## src/rtl/ilk_pkg.sv

```systemverilog
package ilk_pkg;

  typedef enum logic [2:0] {
    CAT_ALU  = 3'd0,
    CAT_LOAD = 3'd1,
    CAT_STOR = 3'd2,
    CAT_MUL  = 3'd3,
    CAT_DIV  = 3'd4,
    CAT_REM  = 3'd5,
    CAT_FP   = 3'd6,
    CAT_FPMC = 3'd7
  } cat_e;

  // Number of producer stages (execute = 0) through which a category's
  // result is still unavailable to decode.
  function automatic int unsigned blk_depth(input cat_e c);
    case (c)
      CAT_ALU:          blk_depth = 0;
      CAT_STOR:         blk_depth = 1;
      CAT_MUL:          blk_depth = 2;
      CAT_DIV, CAT_REM: blk_depth = 4;
      default:          blk_depth = 5;
    endcase
  endfunction

  function automatic logic is_mem(input cat_e c);
    is_mem = (c == CAT_LOAD) || (c == CAT_STOR);
  endfunction

endpackage

```

## src/rtl/ilk_match.sv

```systemverilog
module ilk_match
  import ilk_pkg::*;
#(
  parameter int RW  = 5,
  parameter int STG = 0
) (
  input  logic          clk,
  input  logic          rst_n,
  input  logic          src_valid,
  input  logic [RW-1:0] rs1,
  input  logic          rs1_en,
  input  logic [RW-1:0] rs2,
  input  logic          rs2_en,
  input  logic          pv,
  input  logic [RW-1:0] prd,
  input  logic [2:0]    pcat,
  output logic          hit
);

  logic dep;
  logic late;

  always_comb begin
    dep  = pv && (prd != '0) &&
           ((rs1_en && (rs1 == prd)) || (rs2_en && (rs2 == prd)));
    late = (STG < blk_depth(cat_e'(pcat)));
    hit  = src_valid && dep && late;
  end

  // register zero never blocks decode
  a_r6_zero_free: assert property (@(posedge clk) disable iff (!rst_n)
    (prd == '0) |-> !hit);

  // an invalid producer never blocks decode
  a_r6_invalid_free: assert property (@(posedge clk) disable iff (!rst_n)
    !pv |-> !hit);

endmodule

```

## src/rtl/ilk_struct.sv

```systemverilog
module ilk_struct
  import ilk_pkg::*;
#(
  parameter int NMEM = 4
) (
  input  logic                     clk,
  input  logic                     rst_n,
  input  logic [NMEM-1:0]          m_valid,
  input  logic [NMEM-1:0][2:0]     m_cat,
  input  logic [NMEM-2:0]          m_trap,
  output logic                     conflict
);

  logic [NMEM-2:0] older_risky;

  genvar j;
  generate
    for (j = 1; j < NMEM; j++) begin : g_old
      assign older_risky[j-1] = m_valid[j] && is_mem(cat_e'(m_cat[j])) && m_trap[j-1];
    end
  endgenerate

  assign conflict = m_valid[0] && is_mem(cat_e'(m_cat[0])) && (|older_risky);

  // a conflict needs a memory access in M0
  a_r7_m0_mem: assert property (@(posedge clk) disable iff (!rst_n)
    conflict |-> (m_valid[0] && (m_cat[0] == 3'd1 || m_cat[0] == 3'd2)));

  // without any trap flag there is no conflict
  a_r7_needs_trap: assert property (@(posedge clk) disable iff (!rst_n)
    (m_trap == '0) |-> !conflict);

endmodule

```

## src/rtl/ilk_cause.sv

```systemverilog
module ilk_cause #(
  parameter int NPROD = 5,
  parameter int CW    = 3
) (
  input  logic             clk,
  input  logic             rst_n,
  input  logic             conflict,
  input  logic             mc_busy,
  input  logic [NPROD-1:0] hits,
  output logic [CW-1:0]    cause_q
);

  localparam logic [CW-1:0] C_NONE = '0;
  localparam logic [CW-1:0] C_STR  = CW'(1);
  localparam logic [CW-1:0] C_MC   = CW'(2);

  logic [1:0]    rs_q;
  logic          rst_sync_n;
  logic [CW-1:0] cause_d;
  logic          cause_en;

  // asynchronous assert, synchronous release
  always_ff @(posedge clk or negedge rst_n) begin
    if (!rst_n) rs_q <= 2'b00;
    else        rs_q <= {rs_q[0], 1'b1};
  end
  assign rst_sync_n = rs_q[1];

  always_comb begin
    cause_d = C_NONE;
    for (int i = NPROD - 1; i >= 0; i--) begin
      if (hits[i]) cause_d = CW'(3 + i);
    end
    if (mc_busy)  cause_d = C_MC;
    if (conflict) cause_d = C_STR;
    cause_en = (cause_d != cause_q);
  end

  always_ff @(posedge clk or negedge rst_sync_n) begin
    if (!rst_sync_n)   cause_q <= C_NONE;
    else if (cause_en) cause_q <= cause_d;
  end

  // with nothing holding the pipe the code returns to zero
  a_r10_idle_code: assert property (@(posedge clk) disable iff (!rst_sync_n)
    (!conflict && !mc_busy && hits == '0) |=> (cause_q == C_NONE));

  // a structural conflict outranks everything
  a_r10_struct_first: assert property (@(posedge clk) disable iff (!rst_sync_n)
    conflict |=> (cause_q == C_STR));

endmodule

```

## src/rtl/pipe_interlock.sv

```systemverilog
module pipe_interlock
  import ilk_pkg::*;
#(
  parameter int RW   = 5,
  parameter int NMEM = 4,
  localparam int NPROD = NMEM + 1,
  localparam int CW    = $clog2(NPROD + 3)
) (
  input  logic                    clk,
  input  logic                    rst_n,
  input  logic                    of_valid,
  input  logic [RW-1:0]           of_rs1,
  input  logic                    of_rs1_en,
  input  logic [RW-1:0]           of_rs2,
  input  logic                    of_rs2_en,
  input  logic [NPROD-1:0]        pr_valid,
  input  logic [NPROD-1:0][RW-1:0] pr_rd,
  input  logic [NPROD-1:0][2:0]   pr_cat,
  input  logic [NMEM-2:0]         mem_trap,
  input  logic                    mc_busy,
  output logic                    stall_of,
  output logic                    bubble_ex,
  output logic                    stall_m0,
  output logic [CW-1:0]           cause_q
);

  logic [NPROD-1:0] hits;
  logic             conflict;
  logic             data_hz;

  genvar k;
  generate
    for (k = 0; k < NPROD; k++) begin : g_prod
      ilk_match #(.RW(RW), .STG(k)) u_match (
        .clk      (clk),
        .rst_n    (rst_n),
        .src_valid(of_valid),
        .rs1      (of_rs1),
        .rs1_en   (of_rs1_en),
        .rs2      (of_rs2),
        .rs2_en   (of_rs2_en),
        .pv       (pr_valid[k]),
        .prd      (pr_rd[k]),
        .pcat     (pr_cat[k]),
        .hit      (hits[k])
      );
    end
  endgenerate

  ilk_struct #(.NMEM(NMEM)) u_struct (
    .clk     (clk),
    .rst_n   (rst_n),
    .m_valid (pr_valid[NPROD-1:1]),
    .m_cat   (pr_cat[NPROD-1:1]),
    .m_trap  (mem_trap),
    .conflict(conflict)
  );

  ilk_cause #(.NPROD(NPROD), .CW(CW)) u_cause (
    .clk     (clk),
    .rst_n   (rst_n),
    .conflict(conflict),
    .mc_busy (mc_busy),
    .hits    (hits),
    .cause_q (cause_q)
  );

  always_comb begin
    data_hz   = |hits;
    stall_m0  = conflict;
    stall_of  = conflict || mc_busy || data_hz;
    bubble_ex = (mc_busy || data_hz) && !conflict;
  end

  // a structural hold freezes execute rather than emptying it
  a_r7_front_frozen: assert property (@(posedge clk) disable iff (!rst_n)
    stall_m0 |-> (stall_of && !bubble_ex));

  // a busy multi-cycle unit always holds decode
  a_r8_busy_holds: assert property (@(posedge clk) disable iff (!rst_n)
    mc_busy |-> stall_of);

  // an idle decode slot with no other cause never stalls
  a_r1_quiet: assert property (@(posedge clk) disable iff (!rst_n)
    (!of_valid && !mc_busy && !stall_m0) |-> (!stall_of && !bubble_ex));

endmodule

```

## config.mk

```make
export PLATFORM = sky130hd
export DESIGN_NAME = pipe_interlock
export DESIGN_NICKNAME = d
export VERILOG_FILES = /design/src/rtl/ilk_pkg.sv /design/src/rtl/ilk_match.sv /design/src/rtl/ilk_struct.sv /design/src/rtl/ilk_cause.sv /design/src/rtl/pipe_interlock.sv
export SDC_FILE = /design/constraint.sdc
export NUM_CORES = 1
export LEC_CHECK = 0
export ABC_AREA = 1
export ABC_CLOCK_PERIOD_IN_PS = 6200
export BUFFER_PORTS_ARGS = -buffer_cell sky130_fd_sc_hd__buf_2
export CAP_MARGIN = 10
export CORE_ASPECT_RATIO = 0.7
export CORE_MARGIN = 2
export CORE_UTILIZATION = 30
export CTS_CLUSTER_SIZE = 30
export DETAILED_ROUTE_END_ITERATION = 8
export PLACE_DENSITY = 0.58
export SLEW_MARGIN = 20
export SYNTH_ARGS = -nofsm -noshare
export SYNTH_HDL_FRONTEND = slang
export SYNTH_SLANG_ARGS = --single-unit
```

## constraint.sdc

```tcl
create_clock -name clk -period 6.2 [get_ports clk]
set_clock_uncertainty 0.1 [all_clocks]
set_input_delay 1.86 -clock clk [delete_from_list [all_inputs] [get_ports clk]]
set_output_delay 1.86 -clock clk [all_outputs]
set_load 0.01 [all_outputs]
```

==> results of run 1 <==
cell families after synthesis:
family | Yosys count
AOI/OAI and AO/OA | 43
xor gates and xnor gates | 8
buffers and inverters | 37
DFF | 5
and+or+nand+nor | 144
other | 1
metal layers:
metal	up-vias	share of wire, %	routed length [um]	global-route usage [%]
met1	756	47	2033	29.31
met2	91	42	1788	29.66
met5	-	0	0	0
li1	915	-	-	-
met4	0	0.95	41	3.202
met3	8	10	436	2.572
where the power goes:
part | internal [mW] | total [mW] | switching, mW
Combinational | 0.0370 | 0.0908 | 0.0538
Clock | 0.0442 | 0.0609 | 0.0167
Sequential | 0.0343 | 0.0346 | 0.000295
worst max-delay path by stage:
stage,end,cells past startpoint
floorplan,bubble_ex,6
global placement,stall_of,10
detailed placement,bubble_ex,11
CTS,bubble_ex,11
global route,stall_of,10
finish,bubble_ex,11
worst max-delay path: stages:
cell	delay, ns
buf_2	0.12
inv_1	0.18
o21ai_0	0.12
nor2_1	0.11
nand3_1	0.08
nand2_1	0.09
nand2_1	0.07
nand2_1	0.10
nor2_2	0.06
a21oi_1	0.11
buf_2	0.14
cell type report:
cell class | instances | area [um2] | share of cell area, %
clock buffer | 4 | 45.04 | 2.733
inverter | 37 | 138.9 | 8.428
multi-input combinational | 196 | 918.4 | 55.73
sequential | 5 | 125.1 | 7.593
tap | 52 | 65.06 | 3.948
timing repair buffer | 70 | 355.3 | 21.56
layout by cell type (no fill, tap or decap):
cell type,n
nand2_2,2
clkbuf_1,1
xor2_1,7
inv_2,9
nand2_1,74
xnor2_1,1
nor4_1,1
dlygate4sd3_1,1
o21ai_0,14
o21ai_1,1
nor3_1,6
o211ai_1,2
nor2_2,1
a21oi_1,10
inv_1,28
a211oi_1,2
nor2_1,38
o22ai_1,12
nand2b_2,1
conb_1,1
nand3_1,15
nand4_1,4
or2_2,2
buf_2,69
dfrtp_1,5
a21oi_2,2
clkbuf_8,3
per-stage QoR:
| stage | setup WS (ns) | hold WS, ns | total power [mW] | instance area (um2) | utilization [%] |
|---|---|---|---|---|---|
| after floorplan | 1.481 | -0.07349 | 0.07975 | 1182 | - |
| after global placement | 1.183 | -0.05739 | 0.1247 | 1593 | 41.36 |
| after detailed placement | 1.189 | -0.05594 | 0.1242 | 1593 | 41.36 |
| after CTS | 1.184 | 0.2474 | 0.1865 | 1648 | 42.79 |
| after global routing | 1.037 | 0.2717 | 0.2028 | 1648 | 42.79 |
| final | 1.198 | 0.2442 | 0.1863 | 1648 | 42.79 |
sequential cells by signal, indices dropped and copies added, names as in the netlist:
register and flops:
u_cause.cause_q 3, u_cause.rs_q 2
what timing repair did:
action,in CTS,in global routing
endpoints found under the hold margin,3,0
resized for setup,0,0
setup buffers,0,0
hold buffers,1,0
==> reports/results.tsv, run 1 <==
metric	value	unit
placed_cells	359	
grt_max_degree	8	
io_pins	70	
cts_inserted_buffers	3	
nFillCells	467	
worst-r2r-setup-slack	5.37	ns
synth_mux_area_share	0	%
p_leak	0.9758	nW
worstReg2RegStart	u_cause.rs_q[1]	
synth_area_leaders	nand2_1 23%, nor2_1 12%, dfrtp_1 11%	
crit_fanout	7	
synth_flop_cell	dfrtp_1	
cp-start-kind	input port	
drt_wl_total	4.300	mm
min_to	u_cause.rs_q[1]	
status	complete, no violations	
cp-startpoint	of_rs1[0]	
synth_nets	302	
cts_buffer_depth	2	
yosysTopAreaCell	nand2_1	
antenna_found_initial	0	
num_vias	1770	
drtAntennaViolNets	0	
grt_overflow	0	
synthArstFlopShare	100.0	%
drv_slew	0	
synth_compound_area_share	20.95	%
row_count	19	
powerDensity	113.0	nW/um2
synth_fa_ha_area_share	0	%
diodes	0	
fp.dieH	56.53	um
hp-start	u_cause.rs_q[0]	
first_global_vias	1599	
synth_top_family_by_area	simple AND/OR/NAND/NOR gates	
grt_pass1_wl	7.058	mm
crit_required	4.24	ns
synth_top_area_share	23.49	%
period_share	80.67	%
cts_tree	yes	
hp-class	reg2reg	
crit-reg2reg-capture	u_cause.cause_q[1]	
clkTransAtPathRegs	0.04	ns
r2r_cells	1	
track_usage	19.40	%
setup_tns	0	ns
rsz0062_at_grt	no	
core_area	3851	um2
drive_gt1_share	28.53	%
insertion_delay	0.22	ns
cts_root_buf	clkbuf_8	
hold_depth	0	
ys.warnings.count	0	
path_class	in2out	
gp_congestion	0.9356	
htreeDepth	1	
cts.sinks	5	
io_buffer_count	69	
synth-seq-cells	5	
ys_seq_area_share	10.58	%
setup_viol	0	
vdd_drop_max	0.09229	mV
drc	0	
fmax	0.1999	GHz
firstDrtPassIters	4	
first_iter_violations	121	
die_area	4467	um2
area_growth	39.37	%
period_minus_slack	5.002	ns
hold_viol_final	0	
final_cell_count_no_fill	364	
syn_inst	238	
cap_violations	0	
finalNetCount	377	
synthXorXnorAreaFrac	5.926	%
die_x	79.04	um
synth_most_common_cell	nand2_1	
wl_per_cell	11.81	um
ys_top_cells_by_count	74 x nand2_1, 38 x nor2_1, 28 x inv_1, 15 x nand3_1, 14 x o21ai_0	
ys_types	23	
synth_edf_count	0	
dp_hpwl	3.678	mm
synth.avg_cell_area	4.968	um2
synth-simple-area-share	50.48	%
synth_area	1182	um2
via_per_inst	4.863	
initial_core_util	30.70	%
cp.arrival	3.04	ns
crit_path_end_kind	output pin	
Power figures use the tool's default switching activity.
==> inputs of run 2 (changes only) <==
Settings changed: ABC_CLOCK_PERIOD_IN_PS 6200 to 4500, PLACE_DENSITY 0.58 to 0.6.
Clock period 6.2 ns to 4.5 ns, I/O delays scaled along.
==> run 2 against run 1 <==
  * Flip-flop and latch count unchanged
  * Sequential power increased by 38%
  * Largest cell class unchanged
  * Register-to-register slack got worse by 1.7 ns
  * Routed wire length decreased by 1.0%
  * Die area unchanged
  * Count of clock-buffer cells in the layout unchanged
  * Combinational power increased by 38%
  * Global-route usage decreased by 0.64 points
  * Largest power group unchanged
  * Sequential share of layout area unchanged
==> reports/results.tsv, run 2 (synthesis results as in run 1) <==
metric	value	unit	change
status	complete, no violations		
initial_core_util	30.70	%	unchanged
place_area	1593	um2	unchanged
period_share	88.93	%	
whs	0.2430	ns	-0.001247 ns
clkTransAtPathRegs	0.04	ns	about the same
antenna_found_initial	0		unchanged
slowest_stage	inv_1		
cp.arrival	2.55	ns	-0.49 ns
final_common_cell	nand2_1		
cts_resized	0		unchanged
placed_cells	359		unchanged
rsz0062_at_grt	no		
drv_slew	0		unchanged
fmax	0.2499	GHz	
hp-class	reg2reg		
cp_num_buf_inv	3		unchanged
setup_viol	0		unchanged
powerDensity	154.5	nW/um2	+37%
vdd_drop_max	0.1221	mV	+32%
firstDrtPassIters	5		+1
hold_viol_final	0		unchanged
crit_required	3.05	ns	-1.19 ns
cts.sinks	5		unchanged
cap_violations	0		unchanged
final_util	42.79	%	unchanged
setup_tns	0	ns	unchanged
insertion_delay	0.22	ns	about the same
crit_path_end_kind	output pin		
crit_chain	buf_2, inv_1, nand2_1, nand2_1, nor2_1, nand3_1, a21oi_2, nand2b_2, nor2_2, nand3_1, buf_2		
io_pins	70		unchanged
cts_inserted_buffers	3		unchanged
path_delay_family	simple AND/OR/NAND/NOR gates		
drive_gt1_share	28.53	%	unchanged
finalNetCount	377		unchanged
p_leak	0.9758	nW	unchanged
dp_hpwl	3.651	mm	-0.72%
area_growth	39.37	%	unchanged
grt_overflow	0		unchanged
drc	0		unchanged
via_per_inst	4.843		-0.40%
first_global_vias	1532		-4.2%
regMostFlops	u_cause.cause_q		
die_x	79.04	um	unchanged
cts_setup_buffers	0		unchanged
critPathMaxStageDelay	0.21	ns	+0.03 ns
row_count	19		unchanged
htreeDepth	1		unchanged
period_minus_slack	4.002	ns	
largest_registers	u_cause.cause_q (3), u_cause.rs_q (2)		
num_vias	1763		-0.40%
core_area	3851	um2	unchanged
die_area	4467	um2	unchanged
cts_root_buf	clkbuf_8		
io_buffer_count	69		unchanged
path_class	in2out		
track_usage	18.76	%	-0.64 points
diodes	0		unchanged
drt_wl_total	4.255	mm	-1.0%
grt_pass1_wl	6.741	mm	-4.5%
cp-start-kind	input port		
fin_area	1648	um2	unchanged
cts_buffer_depth	2		unchanged
cts_tree	yes		
gp_congestion	1.049		+12%
final_cell_count_no_fill	364		unchanged
drtAntennaViolNets	0		unchanged
grt_max_degree	8		unchanged
first_iter_violations	104		-14%
largest_register_ffs	3		unchanged
fp.dieH	56.53	um	unchanged
crit_fanout	7		unchanged
wl_per_cell	11.69	um	-1.0%
layout_common_cells	74 x nand2_1, 69 x buf_2, 38 x nor2_1, 28 x inv_1, 15 x nand3_1		
==> run 2: metal layers <==
metal	vias up	global-route usage, %	routed length, um
li1	917	-	-
met1	771	29.34	2114
met2	75	29.18	1766
met3	0	1.286	374
met4	0	1.478	0
met5	-	0	0
==> run 2: power breakdown <==
group          leakage (nW)  total (mW)  switching (mW)  internal, mW
clock                0.0228      0.0818          0.0210        0.0607
combinational         0.890       0.125          0.0741        0.0510
sequential           0.0627      0.0476        0.000431        0.0472
==> run 2: stage by stage <==
stage | setup WS, ns | power (mW)
floorplan | 0.8010 | 0.1099
global placement | 0.5007 | 0.1717
detailed placement | 0.4860 | 0.1712
CTS | 0.4869 | 0.2565
global route | 0.3530 | 0.2762
finish | 0.4982 | 0.2545
==> run 2: worst paths after layout <==
check,endpoint,startpoint,slack [ns],depth (start not counted)
worst max-delay path,stall_of,of_rs1[0],0.50,11
worst min-delay path,u_cause.rs_q[1],u_cause.rs_q[0],0.24,0
worst max register to register,u_cause.cause_q[2],u_cause.rs_q[1],3.67,1
worst min register to register,u_cause.rs_q[1],u_cause.rs_q[0],0.24,0
max in group asynchronous,u_cause.rs_q[0],rst_n,3.39,1
min in group asynchronous,u_cause.cause_q[0],u_cause.rs_q[1],0.48,1
==> run 2: cell type report <==
cell class | count | area, um2
inverters | 37 | 138.9
fillers | 460 | 2203
well taps | 52 | 65.06
clock buffers | 4 | 45.04
repair buffers | 70 | 355.3
multi-input cells | 196 | 918.4
flip-flops and latches | 5 | 125.1
==> run 2: what timing repair did <==
action,4_1_cts,5_1_grt
hold endpoints to repair,3,0
setup endpoints to repair,0,0
hold buffers,1,0
